$ cat config.mk
export PLATFORM = sky130hd
export DESIGN_NAME = rx_frame_filter
export DESIGN_NICKNAME = d
export VERILOG_FILES = /design/src/rtl/rff_pkg.sv /design/src/rtl/rff_addr_class.sv /design/src/rtl/rff_head_buf.sv /design/src/rtl/rff_meter.sv /design/src/rtl/rx_frame_filter.sv
export SDC_FILE = /design/constraint.sdc
export NUM_CORES = 1
export LEC_CHECK = 0
export ABC_AREA = 1
export BUFFER_PORTS_ARGS = -buffer_cell sky130_fd_sc_hd__buf_4
export CAP_MARGIN = 20
export CORE_ASPECT_RATIO = 2
export CORE_UTILIZATION = 35
export CTS_BUF_LIST = sky130_fd_sc_hd__clkbuf_8
export CTS_CLUSTER_SIZE = 10
export DETAILED_ROUTE_END_ITERATION = 6
export GPL_TIMING_DRIVEN = 0
export PLACE_DENSITY_LB_ADDON = 0.25
export SYNTH_ARGS = -nofsm -noshare
export SYNTH_HDL_FRONTEND = slang
export SYNTH_HIERARCHICAL = 1
export SYNTH_SLANG_ARGS = --single-unit
$ cat constraint.sdc
create_clock -name clk -period 2.5 [get_ports clk]
set_clock_uncertainty 0.15 [all_clocks]
set_input_delay 0.25 -clock clk [delete_from_list [all_inputs] [get_ports clk]]
set_output_delay 0.25 -clock clk [all_outputs]
set_load 0.03 [all_outputs]
$ cat src/rtl/rff_pkg.sv
package rff_pkg;
  typedef enum logic [2:0] {
    ST_IDLE,
    ST_HEAD,
    ST_FLUSH,
    ST_PASS,
    ST_DROP
  } rff_state_e;

  localparam int SB_OK   = 0;
  localparam int SB_CRC  = 1;
  localparam int SB_FRAG = 2;
  localparam int SB_OVER = 3;
  localparam int SB_LEN  = 4;
  localparam int SB_GRP  = 5;
  localparam int SB_MISS = 6;
  localparam int SB_SRCG = 7;
endpackage

$ cat src/rtl/rff_addr_class.sv
module rff_addr_class #(
  parameter int AB = 6
) (
  input  logic [8*AB-1:0] da,
  input  logic [8*AB-1:0] station,
  input  logic            bcast_en,
  input  logic            group_en,
  input  logic            promisc,
  output logic            admit,
  output logic            is_group,
  output logic            is_bcast
);
  logic uni_hit;

  always_comb begin
    is_bcast = &da;
    is_group = da[0];
    uni_hit  = (da == station);
    admit    = promisc
             | uni_hit
             | (is_bcast & bcast_en)
             | (is_group & ~is_bcast & group_en);
  end
endmodule

$ cat src/rtl/rff_head_buf.sv
module rff_head_buf #(
  parameter int AB = 6,
  parameter int IW = $clog2(AB)
) (
  input  logic                clk,
  input  logic                rst_n,
  input  logic                wr_en,
  input  logic [IW-1:0]       wr_idx,
  input  logic [7:0]          wr_data,
  input  logic [IW-1:0]       rd_idx,
  output logic [7:0]          rd_data,
  output logic [8*(AB-1)-1:0] da_lo
);
  logic [7:0] slot [AB];

  for (genvar g = 0; g < AB; g++) begin : g_slot
    always_ff @(posedge clk) begin
      if (!rst_n)
        slot[g] <= '0;
      else if (wr_en && wr_idx == IW'(g))
        slot[g] <= wr_data;
    end
  end

  for (genvar g = 0; g < AB - 1; g++) begin : g_da
    assign da_lo[8*g +: 8] = slot[g];
  end

  assign rd_data = slot[rd_idx];
endmodule

$ cat src/rtl/rff_meter.sv
module rff_meter #(
  parameter int AB        = 6,
  parameter int MIN_FRAME = 64,
  parameter int MAX_FRAME = 1518,
  parameter int MAX_LEN   = 1500,
  parameter int CW        = $clog2(MAX_FRAME + 2)
) (
  input  logic          clk,
  input  logic          rst_n,
  input  logic          beat,
  input  logic          restart,
  input  logic [7:0]    data,
  output logic [CW-1:0] cnt,
  output logic          frag,
  output logic          over,
  output logic          badlen,
  output logic          srcg
);
  localparam logic [CW-1:0] SAT    = CW'(MAX_FRAME + 1);
  localparam logic [CW-1:0] IDX_SA = CW'(AB);
  localparam logic [CW-1:0] IDX_LH = CW'(2 * AB);
  localparam logic [CW-1:0] IDX_LL = CW'(2 * AB + 1);

  logic [CW-1:0] cnt_q, cnt_nx;
  logic [15:0]   len_q;
  logic          sa_g_q;

  always_comb begin
    if (restart)
      cnt_nx = CW'(1);
    else if (cnt_q == SAT)
      cnt_nx = SAT;
    else
      cnt_nx = cnt_q + CW'(1);
  end

  always_ff @(posedge clk) begin
    if (!rst_n) begin
      cnt_q  <= '0;
      len_q  <= '0;
      sa_g_q <= 1'b0;
    end else if (beat) begin
      cnt_q <= cnt_nx;
      if (restart) begin
        len_q  <= '0;
        sa_g_q <= 1'b0;
      end else begin
        if (cnt_q == IDX_SA) sa_g_q      <= data[0];
        if (cnt_q == IDX_LH) len_q[15:8] <= data;
        if (cnt_q == IDX_LL) len_q[7:0]  <= data;
      end
    end
  end

  always_comb begin
    cnt    = cnt_q;
    frag   = cnt_nx < CW'(MIN_FRAME);
    over   = cnt_nx > CW'(MAX_FRAME);
    badlen = ~frag & (len_q > 16'(MAX_LEN));
    srcg   = ~frag & sa_g_q;
  end
endmodule

$ cat src/rtl/rx_frame_filter.sv
module rx_frame_filter #(
  parameter int AB        = 6,
  parameter int MIN_FRAME = 64,
  parameter int MAX_FRAME = 1518,
  parameter int MAX_LEN   = 1500
) (
  input  logic          clk,
  input  logic          rst_n,
  input  logic [8*AB-1:0] station_addr,
  input  logic          cfg_bcast_en,
  input  logic          cfg_group_en,
  input  logic          cfg_promisc,
  input  logic          s_valid,
  output logic          s_ready,
  input  logic [7:0]    s_data,
  input  logic          s_sof,
  input  logic          s_eof,
  input  logic          s_fcs_ok,
  output logic          m_valid,
  input  logic          m_ready,
  output logic [7:0]    m_data,
  output logic          m_sof,
  output logic          m_eof,
  output logic          st_valid,
  output logic [7:0]    st_byte
);
  import rff_pkg::*;

  localparam int CW = $clog2(MAX_FRAME + 2);
  localparam int IW = $clog2(AB);
  localparam logic [IW-1:0] LAST_IDX = IW'(AB - 1);

  rff_state_e    st_q, st_nx;
  logic [IW-1:0] fl_idx_q;
  logic          eof_held_q;
  logic          grp_q;

  logic          beat, counted, head_done, frame_end;
  logic [CW-1:0] cnt;
  logic          frag, over, badlen, srcg;
  logic [IW-1:0] wr_idx;
  logic [7:0]    rd_data;
  logic [8*(AB-1)-1:0] da_lo;
  logic          admit, is_group, is_bcast;
  logic          fwd, grp_now;
  logic [7:0]    status_nx;

  assign beat      = s_valid & s_ready;
  assign counted   = beat & ((st_q != ST_IDLE) | s_sof);
  assign head_done = (st_q == ST_HEAD) & counted & (cnt == CW'(AB - 1));
  assign frame_end = counted & s_eof;
  assign wr_idx    = (st_q == ST_IDLE) ? '0 : cnt[IW-1:0];

  rff_meter #(
    .AB(AB), .MIN_FRAME(MIN_FRAME), .MAX_FRAME(MAX_FRAME),
    .MAX_LEN(MAX_LEN), .CW(CW)
  ) u_meter (
    .clk(clk), .rst_n(rst_n), .beat(counted),
    .restart(st_q == ST_IDLE), .data(s_data),
    .cnt(cnt), .frag(frag), .over(over), .badlen(badlen), .srcg(srcg)
  );

  rff_head_buf #(.AB(AB), .IW(IW)) u_head (
    .clk(clk), .rst_n(rst_n),
    .wr_en(counted & ((st_q == ST_IDLE) | (st_q == ST_HEAD))),
    .wr_idx(wr_idx), .wr_data(s_data),
    .rd_idx(fl_idx_q), .rd_data(rd_data), .da_lo(da_lo)
  );

  rff_addr_class #(.AB(AB)) u_class (
    .da({s_data, da_lo}), .station(station_addr),
    .bcast_en(cfg_bcast_en), .group_en(cfg_group_en), .promisc(cfg_promisc),
    .admit(admit), .is_group(is_group), .is_bcast(is_bcast)
  );

  // stream muxing
  always_comb begin
    s_ready = 1'b0;
    m_valid = 1'b0;
    m_data  = s_data;
    m_sof   = 1'b0;
    m_eof   = 1'b0;
    case (st_q)
      ST_IDLE, ST_HEAD, ST_DROP: s_ready = 1'b1;
      ST_FLUSH: begin
        m_valid = 1'b1;
        m_data  = rd_data;
        m_sof   = (fl_idx_q == '0);
        m_eof   = (fl_idx_q == LAST_IDX) & eof_held_q;
      end
      ST_PASS: begin
        s_ready = m_ready;
        m_valid = s_valid;
        m_eof   = s_eof;
      end
      default: s_ready = 1'b0;
    endcase
  end

  // next state
  always_comb begin
    st_nx = st_q;
    case (st_q)
      ST_IDLE:
        if (counted && !s_eof) st_nx = ST_HEAD;
      ST_HEAD:
        if (head_done) begin
          if (admit)      st_nx = ST_FLUSH;
          else if (s_eof) st_nx = ST_IDLE;
          else            st_nx = ST_DROP;
        end else if (frame_end) begin
          st_nx = ST_IDLE;
        end
      ST_FLUSH:
        if (m_ready && fl_idx_q == LAST_IDX)
          st_nx = eof_held_q ? ST_IDLE : ST_PASS;
      ST_PASS, ST_DROP:
        if (frame_end) st_nx = ST_IDLE;
      default: st_nx = ST_IDLE;
    endcase
  end

  // status composition
  always_comb begin
    fwd     = (st_q == ST_PASS) | (head_done & admit);
    grp_now = (st_q == ST_IDLE) ? s_data[0] : grp_q;
    status_nx          = '0;
    status_nx[SB_OK]   = fwd & s_fcs_ok & ~frag & ~over & ~badlen & ~srcg;
    status_nx[SB_CRC]  = ~s_fcs_ok;
    status_nx[SB_FRAG] = frag;
    status_nx[SB_OVER] = over;
    status_nx[SB_LEN]  = badlen;
    status_nx[SB_GRP]  = grp_now;
    status_nx[SB_MISS] = ~fwd;
    status_nx[SB_SRCG] = srcg;
  end

  always_ff @(posedge clk) begin
    if (!rst_n) begin
      st_q       <= ST_IDLE;
      fl_idx_q   <= '0;
      eof_held_q <= 1'b0;
      grp_q      <= 1'b0;
      st_valid   <= 1'b0;
      st_byte    <= '0;
    end else begin
      st_q     <= st_nx;
      st_valid <= frame_end;
      if (frame_end) st_byte <= status_nx;
      if (st_q == ST_IDLE && counted) grp_q <= s_data[0];
      if (head_done) begin
        fl_idx_q   <= '0;
        eof_held_q <= s_eof;
      end else if (st_q == ST_FLUSH && m_ready) begin
        fl_idx_q <= fl_idx_q + IW'(1);
      end
    end
  end

  // classification flags are folded into status via grp_now; keep them observable
  logic unused_cls;
  assign unused_cls = is_group ^ is_bcast;
endmodule

==> After elaboration in Yosys (flattened, before gate mapping) <==
Memory sizes are Yosys's and may differ from the RTL's. A register that Yosys moved wholly into a read port is not among the register bits.
Cells that the tools add are included.
{ "op_classes": {"add_sub_neg": 2, "n_lt_le_gt_ge": 3, "n_eq_ne": 18, "muxes": 49, "bitwise_logic": 38, "reduce_logical": 26} }
{ "ops": {"columns": ["cell", "count"], "rows": [
  ["2-to-1 mux 8 bit", 9],
  ["== test 48 bit", 1],
  ["AND reduction 48 bit", 1],
  ["2-to-1 mux 3 bit", 9],
  ["2-to-1 mux 1 bit", 23],
  ["== test 11 x 3 -> 1 bit (second input constant)", 2],
  ["== test 11 x 4 -> 1 bit (second input constant)", 2],
  ["2-to-1 mux 11 bit", 2],
  ["AND 1 bit", 18],
  ["greater-than comparator 16 x 11 -> 1 bit (second input constant)", 1],
  ["2-to-1 mux 16 bit", 1],
  ["== test 3 x 2 -> 1 bit (second input constant)", 4],
  ["== test 3 bit (second input constant)", 4],
  ["OR 1 bit", 12],
  ["one-hot mux 3 bit (4 select lines)", 1],
  ["adder 11 x 1 -> 11 bit (second input constant)", 1],
  ["== test 11 bit (second input constant)", 1],
  ["greater-than comparator 11 bit (second input constant)", 1],
  ["less-than comparator 11 x 7 -> 1 bit (second input constant)", 1],
  ["logical AND 1 bit", 10],
  ["zero test 3 bit", 3],
  ["NOT 1 bit", 8],
  ["AND reduction 2 bit", 4],
  ["== test 3 x 1 -> 1 bit (second input constant)", 2],
  ["9 further kinds", 15]
]} }
{ "totals": {"regBits": 45, "ramBits": 48, "inputBits": 66, "output_inout_bits": 21, "elab_cells": 147, "memories": 1} }
{ "memory_table": {"columns": ["memory", "words", "word_bits", "read_ports", "rd_ports_with_merged_regs", "write_ports", "line_no", "text"], "rows": [
  ["u_head.slot", 6, 8, 6, 1, 6, "rff_head_buf.sv:14", "logic [7:0] slot [AB];"]
]} }

==> Depth between registers and ports, before layout <==
Gate-level depths: netlist of run 1.
{ "depth": {"ltp_word": 14, "depth_mapped": 15, "depth_no_buf": 15} }

==> Modules after synthesis <==
The synthesis of run 1 kept the hierarchy.
{ "by_module_without_submodules": {"columns": ["module", "n_inst", "cells_each", "area_each_um2", "seq_area_each_um2"], "rows": [
  ["rff_head_buf", 1, 226, 2180.8, 1441.4],
  ["rff_meter", 1, 251, 1641.6, 560.5],
  ["rx_frame_filter", 1, 172, 1107.3, 340.3],
  ["rff_addr_class", 1, 161, 850.8, 0.0]
]} }

==> Least setup slack after synthesis of run 1 <==
Ideal clock, no wire load.
{ "synth_timing": {"path_type": "reg2reg", "from": "register st_q[0]", "to": "register st_byte[0]", "setup_ns": 0.069, "t_arrival_ns": 2.206, "t_required_ns": 2.281, "slack_ns": 0.075, "stages_incl_launch_ff": 13, "path_buffers": 1, "synth_period_minus_slack_ns": 2.425, "cell_sequence": "dfxtp_1 nor2_2 nand2_1 inv_1 clkinv_1 clkbuf_1 nand4_1 nand2_1 nand2_1 a21oi_1 nor4_1 nand3_2 a21oi_2"} }
{ "synth_via": {"word_cells_on_any_way": 29, "classes_between": "order compare: 2; eq/ne: 3; mux: 2; bitwise: 19; reduce/logical: 3"} }
{ "synth_lines": {"columns": ["item", "line_no", "text"], "rows": [
  ["from (decl)", "rx_frame_filter.sv:33", "rff_state_e st_q, st_nx;"],
  ["from (signal assigned)", "rx_frame_filter.sv:147", "st_q <= st_nx;"],
  ["zero test 3 bit", "rx_frame_filter.sv:59", ".restart(st_q == ST_IDLE), .data(s_data),"],
  ["2-to-1 mux 11 bit", "rff_meter.sv:29", "if (restart)"],
  ["greater-than comparator 11 bit", "rff_meter.sv:58", "over = cnt_nx > CW'(MAX_FRAME);"],
  ["net over", "rx_frame_filter.sv:40", "logic frag, over, badlen, srcg;"],
  ["NOT 1 bit", "rx_frame_filter.sv:128", "status_nx[SB_OK] = fwd & s_fcs_ok & ~frag & ~over & ~badlen & ~srcg;"],
  ["AND 1 bit (3 in series)", "rx_frame_filter.sv:128", null],
  ["to (signal assigned)", "rx_frame_filter.sv:149", "if (frame_end) st_byte <= status_nx;"],
  ["to (decl)", "rx_frame_filter.sv:25", "output logic [7:0] st_byte"]
]} }
The timed path passes the listed nets, and every way through them passes these cells.
A chain may end at the register's enable or synchronous reset.

==> Worst setup path in the final report of run 1 <==
{ "layout_timing": {"from": "register st_q[1]", "to": "register st_byte[0]"} }
Same word-level chain as after synthesis.

==> out/metrics.cfg, run 1 <==
[status]
outcome = finished, final reports clean

[clocking]
clock_path_buffers = 2
cts_buffers = 9
cts_tree = yes
clk_pin_slew_worst_paths_ns = 0.09
cts_htree_levels = 3
insertion_delay_ns = 0.38
cts_sinks = 93
root_buffer = clkbuf_8

[worst_setup_path]
worst_path_largest_cell_delay_ns = 0.37
crit_slowest_cell = dfxtp_1
crit_start = st_q[1]$_SDFFE_PN0P_
cpMostUsedCell = nand2_1
path_delay_family = simple AND/OR/NAND/NOR gates
cp.required_ns = 2.66
cp.depth = 12
r2r_end = st_byte[0]$_SDFFE_PN0P_
critPathLaunchType = flip-flop
cp_num_buf_inv = 3
r2r_slack_ns = 0.04
critical_path.endpoint = st_byte[0]$_SDFFE_PN0P_
reg2reg_depth = 12
rr_startpoint = st_q[1]$_SDFFE_PN0P_
endpoint_kind = flip-flop
crit_arrival_ns = 2.62
critPathKind = flip-flop to flip-flop
cp_max_fo = 10
crit_chain = nor2_2 -> nand2_2 -> clkinvlp_4 -> clkinv_2 -> clkbuf_2 -> nand4_1 -> nand2_1 -> nand2_1 -> a21oi_1 -> nor4_2 -> nand3_2 -> a21oi_2

[sta]
fmax_ghz = 0.407
rsz0062_at_grt = true
timing.slew.headroom_pct = 64.5
fin_tns_setup_ns = 0
setup_viol = 0
hold_viol = 0
finalCritPeriodShare_pct = 98.4
hold_ws_ns = 0.0348
drv_slew = 0
worst_pin_slew_ns = 0.533
period_needed_ns = 2.46
worst_slack_ns = 0.0408

[grt]
overflow = 0
antenna_found_initial = 0
grt_pass1_wl_mm = 26.9
grt_max_degree = 19
grt_pass1_vias = 5420
gr-usage-all-layers_pct = 21.2

[routing]
drtPass1Iterations = 4
routedWlPerCell_um = 15.5
avgViaCountPerCell = 4.85
drc = 0
num_vias = 5434
routed_wl_mm = 17.4
ant_nets = 0
drt_iter0_drc = 222

[cells_and_area]
final_util_pct = 43.2
drive_gt1_share_pct = 18.1
area_growth_syn_to_layout_pct = 21.2
layout.nets = 985
fill_cells = 1705
diodes = 0

[placed_design]
post-dp-hpwl_mm = 14.3
portBuffers = 86
dp_slack_ns = -0.604
gp_congestion = 0.935

[synth]
synthesis.instances = 808
avgSynthCellArea_um2 = 7.14
yosysWarnings = 6
synth_nets = 881
synth_area_mm2 = 0.00577

[power_and_ir_drop]
p_leak_nw = 2.95
power_density_mw_per_mm2 = 482
ir_worst_vdd_mv = 0.249

[min_path]
hold_path_class = input port to flip-flop

[flow_run]
cap_violations = 0

[die]
coreArea_mm2 = 0.0162
num_rows = 66
die_w_um = 92.8
dieArea_mm2 = 0.0170
fp.dieH_um = 184
start_util_pct = 35.6
boundaryPins = 87

==> sequential cells by signal (all words and copies together) (netlist names) <==
| name | flops |
|---|---|
| u_meter/cnt | 11 |
| grp_q | 1 |
| st_byte | 8 |
| st_q | 3 |
| u_meter/len_q | 16 |
| fl_idx_q | 3 |
| eof_held_q | 1 |
| st_valid | 1 |
| u_head/slot | 48 |
| u_meter/sa_g_q | 1 |
==> through the flow <==
| stage | power [mW] | std cells | instance area [um2] |
|---|---|---|---|
| floorplan | 2.16 | 808 | 5770 |
| global placement | 2.41 | 1098 | 6670 |
| detailed placement | 2.41 | 1098 | 6670 |
| CTS | 3.40 | 1118 | 6940 |
| global route | 3.53 | 1121 | 6990 |
| finish | 3.37 | 1121 | 6990 |
==> layer usage <==
layer / up-vias / track usage [%] / routed length, um
li1: 2800 / - / -
met1: 2464 / 17.3 / 5350
met2: 112 / 43.9 / 10500
met3: 58 / 2.52 / 488
met4: 0 / 15.2 / 1090
met5: - / 0 / 0
==> tightest hold or removal path: cells and delay by family <==
family                 cells  cell delay [ns]
buffers and inverters      1             0.13
AND/OR/NAND/NOR            1             0.08
AO/OA/AOI/OAI              1             0.06
==> cells in the final DEF (no fill, tap or decap), types with 2 or more instances in the layout <==
cell type / count
clkbuf_1: 3
a21oi_2: 3
inv_1: 63
inv_6: 4
nand3_1: 72
nor3_1: 2
a21oi_1: 41
o211ai_1: 2
o21ai_0: 27
ha_1: 6
dfxtp_4: 2
inv_2: 3
nand2_2: 6
nor2_1: 143
nor2_2: 6
xnor2_1: 46
dfxtp_1: 41
o21ai_4: 2
dfxtp_2: 2
clkbuf_8: 9
buf_6: 6
nor2_4: 4
clkinv_2: 2
clkbuf_4: 2
edfxtp_1: 48
nand4_1: 10
buf_4: 96
nand2_1: 233
buf_2: 4
or2_2: 2
dlygate4sd3_1: 2
xor2_1: 3
a211oi_1: 2
nand3_2: 2
==> worst min path at each step <==
| stage | cells after the start | endpoint | start | slack (ns) |
|---|---|---|---|---|
| after CTS | 3 | fl_idx_q[1]$_SDFFE_PP0P_ | m_ready | 0.02 |
| after global routing | 3 | fl_idx_q[1]$_SDFFE_PP0P_ | m_ready | 0.05 |
| final | 3 | fl_idx_q[1]$_SDFFE_PP0P_ | m_ready | 0.03 |
| after floorplan | 1 | st_byte[1]$_SDFFE_PN0P_ | s_fcs_ok | 0.19 |
| after detailed placement | 2 | st_byte[1]$_SDFFE_PN0P_ | s_fcs_ok | 0.30 |
| after global placement | 2 | st_byte[1]$_SDFFE_PN0P_ | s_fcs_ok | 0.29 |
==> cell type report <==
| cell class | count | area (um2) | share of cell area, % |
|---|---|---|---|
| plain buffers | 20 | 145 | 2.08 |
| clock buffers | 9 | 124 | 1.77 |
| clock inverters | 7 | 65.1 | 0.930 |
| inverters | 69 | 264 | 3.78 |
| multi-input cells | 624 | 3070 | 43.9 |
| flip-flops and latches | 93 | 2350 | 33.6 |
| well taps | 204 | 255 | 3.65 |
| repair buffers | 95 | 718 | 10.3 |
==> repair_timing <==
item / in CTS / in global routing
endpoints found under the hold margin: 2 / 0
pin swaps: 0 / 3
hold buffers: 2 / 0
resized for setup: 15 / 13
setup buffers: 3 / 4
endpoints found under the setup margin: 25 / 104
gates cloned: 0 / 0
==> where the power goes <==
group / switching (mW) / internal (mW) / total, mW
clock: 0.593 / 0.384 / 0.977
combinational: 0.371 / 0.266 / 0.637
sequential: 0.0732 / 1.68 / 1.75
total: 1.04 / 2.33 / 3.37
No activity file was read; power rests on OpenSTA's default activity.
==> run 2: changes to the inputs <==
--- a/config.mk
+++ b/config.mk
@@ -6,7 +6,7 @@
 export NUM_CORES = 1
 export LEC_CHECK = 0
 export ABC_AREA = 1
-export BUFFER_PORTS_ARGS = -buffer_cell sky130_fd_sc_hd__buf_4
+export BUFFER_PORTS_ARGS = -buffer_cell sky130_fd_sc_hd__clkbuf_2
 export CAP_MARGIN = 20
 export CORE_ASPECT_RATIO = 2
 export CORE_UTILIZATION = 35
==> run 2 against run 1 <==
Against the previous run: sequential power about the same; power grew 1.8%; worst hold slack improved by 0.0082 ns; worst setup slack improved by 0.069 ns; flip-flop and latch count is the same; clock power is 11% higher; first-iteration DRC count shrank 17%; wire length up 0.16%; largest cell class unchanged; highest routed layer unchanged.
==> out/metrics.cfg, run 2 (synthesized netlist as in run 1, its figures left out) <==
[worst_setup_path]
cpMostUsedCell = nor2_1
crit_chain = inv_2 -> nand2_2 -> clkinvlp_4 -> buf_4 -> nor2_1 -> nand4_1 -> nor2_1
endpoint_kind = flip-flop
cp_num_buf_inv = 3  ; unchanged
critPathLaunchType = flip-flop
crit_slowest_cell = dfxtp_1
cp.required_ns = 2.57  ; -0.09 ns
path_delay_family = simple AND/OR/NAND/NOR gates
cp_max_fo = 9  ; -1
worst_path_largest_cell_delay_ns = 0.47  ; +0.10 ns
crit_arrival_ns = 2.46  ; -0.16 ns
critPathKind = flip-flop to flip-flop

[clocking]
insertion_delay_ns = 0.38  ; about the same
cts_tree = yes
root_buffer = clkbuf_8
clock_path_buffers = 2  ; unchanged
clk_pin_slew_worst_paths_ns = 0.10  ; about the same
cts_htree_levels = 3  ; unchanged
cts_buffers = 9  ; unchanged
cts_sinks = 93  ; unchanged

[cells_and_area]
diodes = 0  ; unchanged
drive_gt1_share_pct = 18.6  ; +0.50 points
layout.nets = 982  ; -0.30%
area_growth_syn_to_layout_pct = 17.8
final_common_cell = nand2_1
largest_register = u_head/slot
final_cell_mix = nand2_1 (231), nor2_1 (142), clkbuf_2 (86), nand3_1 (70), inv_1 (63)
fill_cells = 1780  ; +4.4%
fin_cells = 1118  ; -0.27%
largest_register_ffs = 48  ; unchanged

[sta]
hold_ws_ns = 0.0429  ; +0.00817 ns
timing.slew.headroom_pct = 70.2  ; +5.7 points
rsz0062_at_grt = true
worst_pin_slew_ns = 0.448  ; -0.0851 ns
period_needed_ns = 2.39  ; -0.0694 ns
finalCritPeriodShare_pct = 95.6  ; -2.8 points
hold_viol = 0  ; unchanged
drv_slew = 0  ; unchanged
setup_viol = 0  ; unchanged
fmax_ghz = 0.418  ; +2.9%

[routing]
avgViaCountPerCell = 4.91  ; +1.4%
num_vias = 5494  ; +1.1%
routed_wl_mm = 17.5  ; +0.16%
ant_nets = 0  ; unchanged
drc = 0  ; unchanged
drt_iter0_drc = 185  ; -17%
drtPass1Iterations = 5  ; +1
routedWlPerCell_um = 15.6  ; +0.43%

[power_and_ir_drop]
pwr-share-comb_pct = 17.3  ; -1.6 points
pwr-share-seq_pct = 51.2  ; -0.9 points
p_int_mw = 2.39  ; +2.6%
switching_power_mw = 1.04  ; -0.15%
power_density_mw_per_mm2 = 504  ; +4.7%
p_leak_nw = 2.89  ; -1.9%
swShare_pct = 30.2  ; -0.58 points
clkPwrFrac_pct = 31.4  ; +2.4 points
ir_worst_vdd_mv = 0.221  ; -11%

[flow_run]
cap_violations = 0  ; unchanged

[grt]
gr-usage-all-layers_pct = 21.1  ; -0.18 points
antenna_found_initial = 0  ; unchanged
overflow = 0  ; unchanged
grt_pass1_wl_mm = 26.7  ; -0.66%
grt_pass1_vias = 5368  ; -0.96%
grt_max_degree = 19  ; unchanged

[die]
num_rows = 66  ; unchanged
start_util_pct = 35.6  ; unchanged
fp.dieH_um = 184  ; unchanged
dieArea_mm2 = 0.0170  ; unchanged
die_w_um = 92.8  ; unchanged
coreArea_mm2 = 0.0162  ; unchanged
boundaryPins = 87  ; unchanged

[min_path]
hold_path_class = input port to flip-flop

[status]
outcome = finished, final reports clean

[placed_design]
gp_congestion = 0.889  ; -4.9%
portBuffers = 86  ; unchanged
post-dp-hpwl_mm = 14.3  ; +0.16%
place_inst = 1098  ; unchanged

run 2: changes by cell type in the layout (fill, tap and decap cells not counted), sizes merged:
cell | previous run | this run
clkbuf | 15 | 99
inv | 70 | 71
bufinv | 0 | 1
dlygate4sd3 | 2 | 1
clkinv | 5 | 3
buf | 107 | 21
run 2: cell type report:
| cell class | instances | area (um2) | area share (%) |
|---|---|---|---|
| Timing Repair Buffer | 91 | 473 | 6.96 |
| Buffer | 21 | 149 | 2.19 |
| Inverter | 69 | 264 | 3.88 |
| Sequential cell | 93 | 2350 | 34.6 |
| Clock buffer | 9 | 124 | 1.82 |
| Tap cell | 204 | 255 | 3.76 |
| Multi-Input combinational cell | 624 | 3090 | 45.5 |
| Clock inverter | 7 | 85.1 | 1.25 |
run 2: final timing paths:
kind | start | to | slack (ns) | cells past startpoint
worst max-delay path | st_q[2]$_SDFFE_PN0P_ | u_head/slot[4][4]$_SDFFCE_PN0P_ | 0.11 | 7
worst min-delay path | m_ready | fl_idx_q[1]$_SDFFE_PP0P_ | 0.04 | 3
worst max register to register | st_q[2]$_SDFFE_PN0P_ | u_head/slot[4][4]$_SDFFCE_PN0P_ | 0.11 | 7
worst min register to register | st_byte[5]$_SDFFE_PN0P_ | st_byte[5]$_SDFFE_PN0P_ | 0.33 | 2
run 2: power by group through the flow:
stage / Clock (mW) / Sequential [mW] / Combinational [mW]
after floorplan: 0 / 1.78 / 0.380
after global placement: 0 / 1.79 / 0.577
after detailed placement: 0 / 1.79 / 0.584
after CTS: 1.12 / 1.76 / 0.595
after global routing: 1.16 / 1.77 / 0.657
final: 1.08 / 1.76 / 0.594
run 2: what timing repair did:
item                                    in CTS  in global routing
setup buffers                                1                  3
hold buffers                                 1                  0
endpoints found under the setup margin      27                 71
gates resized for setup                     20                 18
hold endpoints to repair                     1                  0
pin swaps                                    0                  5
run 2: worst register-to-register path, stage by stage, from the launching register on:
cell and delay [ns]:
dfxtp_1 0.47, inv_2 0.11, nand2_2 0.16, clkinvlp_4 0.13, buf_4 0.19, nor2_1 0.34, nand4_1 0.45, nor2_1 0.24
run 2: stage by stage:
step	cell area [um2]	worst slack [ns]	util, %	power [mW]	TNS [ns]
global placement	6450	-0.624	39.9	2.37	-2.13
global route	6800	-0.0167	42.0	3.59	-0.0167
CTS	6720	0.0145	41.5	3.47	0
detailed placement	6450	-0.633	39.9	2.38	-2.25
floorplan	5770	0.0748	-	2.16	0
finish	6800	0.110	42.0	3.43	0
run 2: routing by layer:
metal	global-route usage [%]	vias up	wire, um
met5	0	-	0
met4	14.2	0	1090
met3	1.94	52	451
met2	44.6	148	10500
met1	17.0	2499	5410
li1	-	2795	-
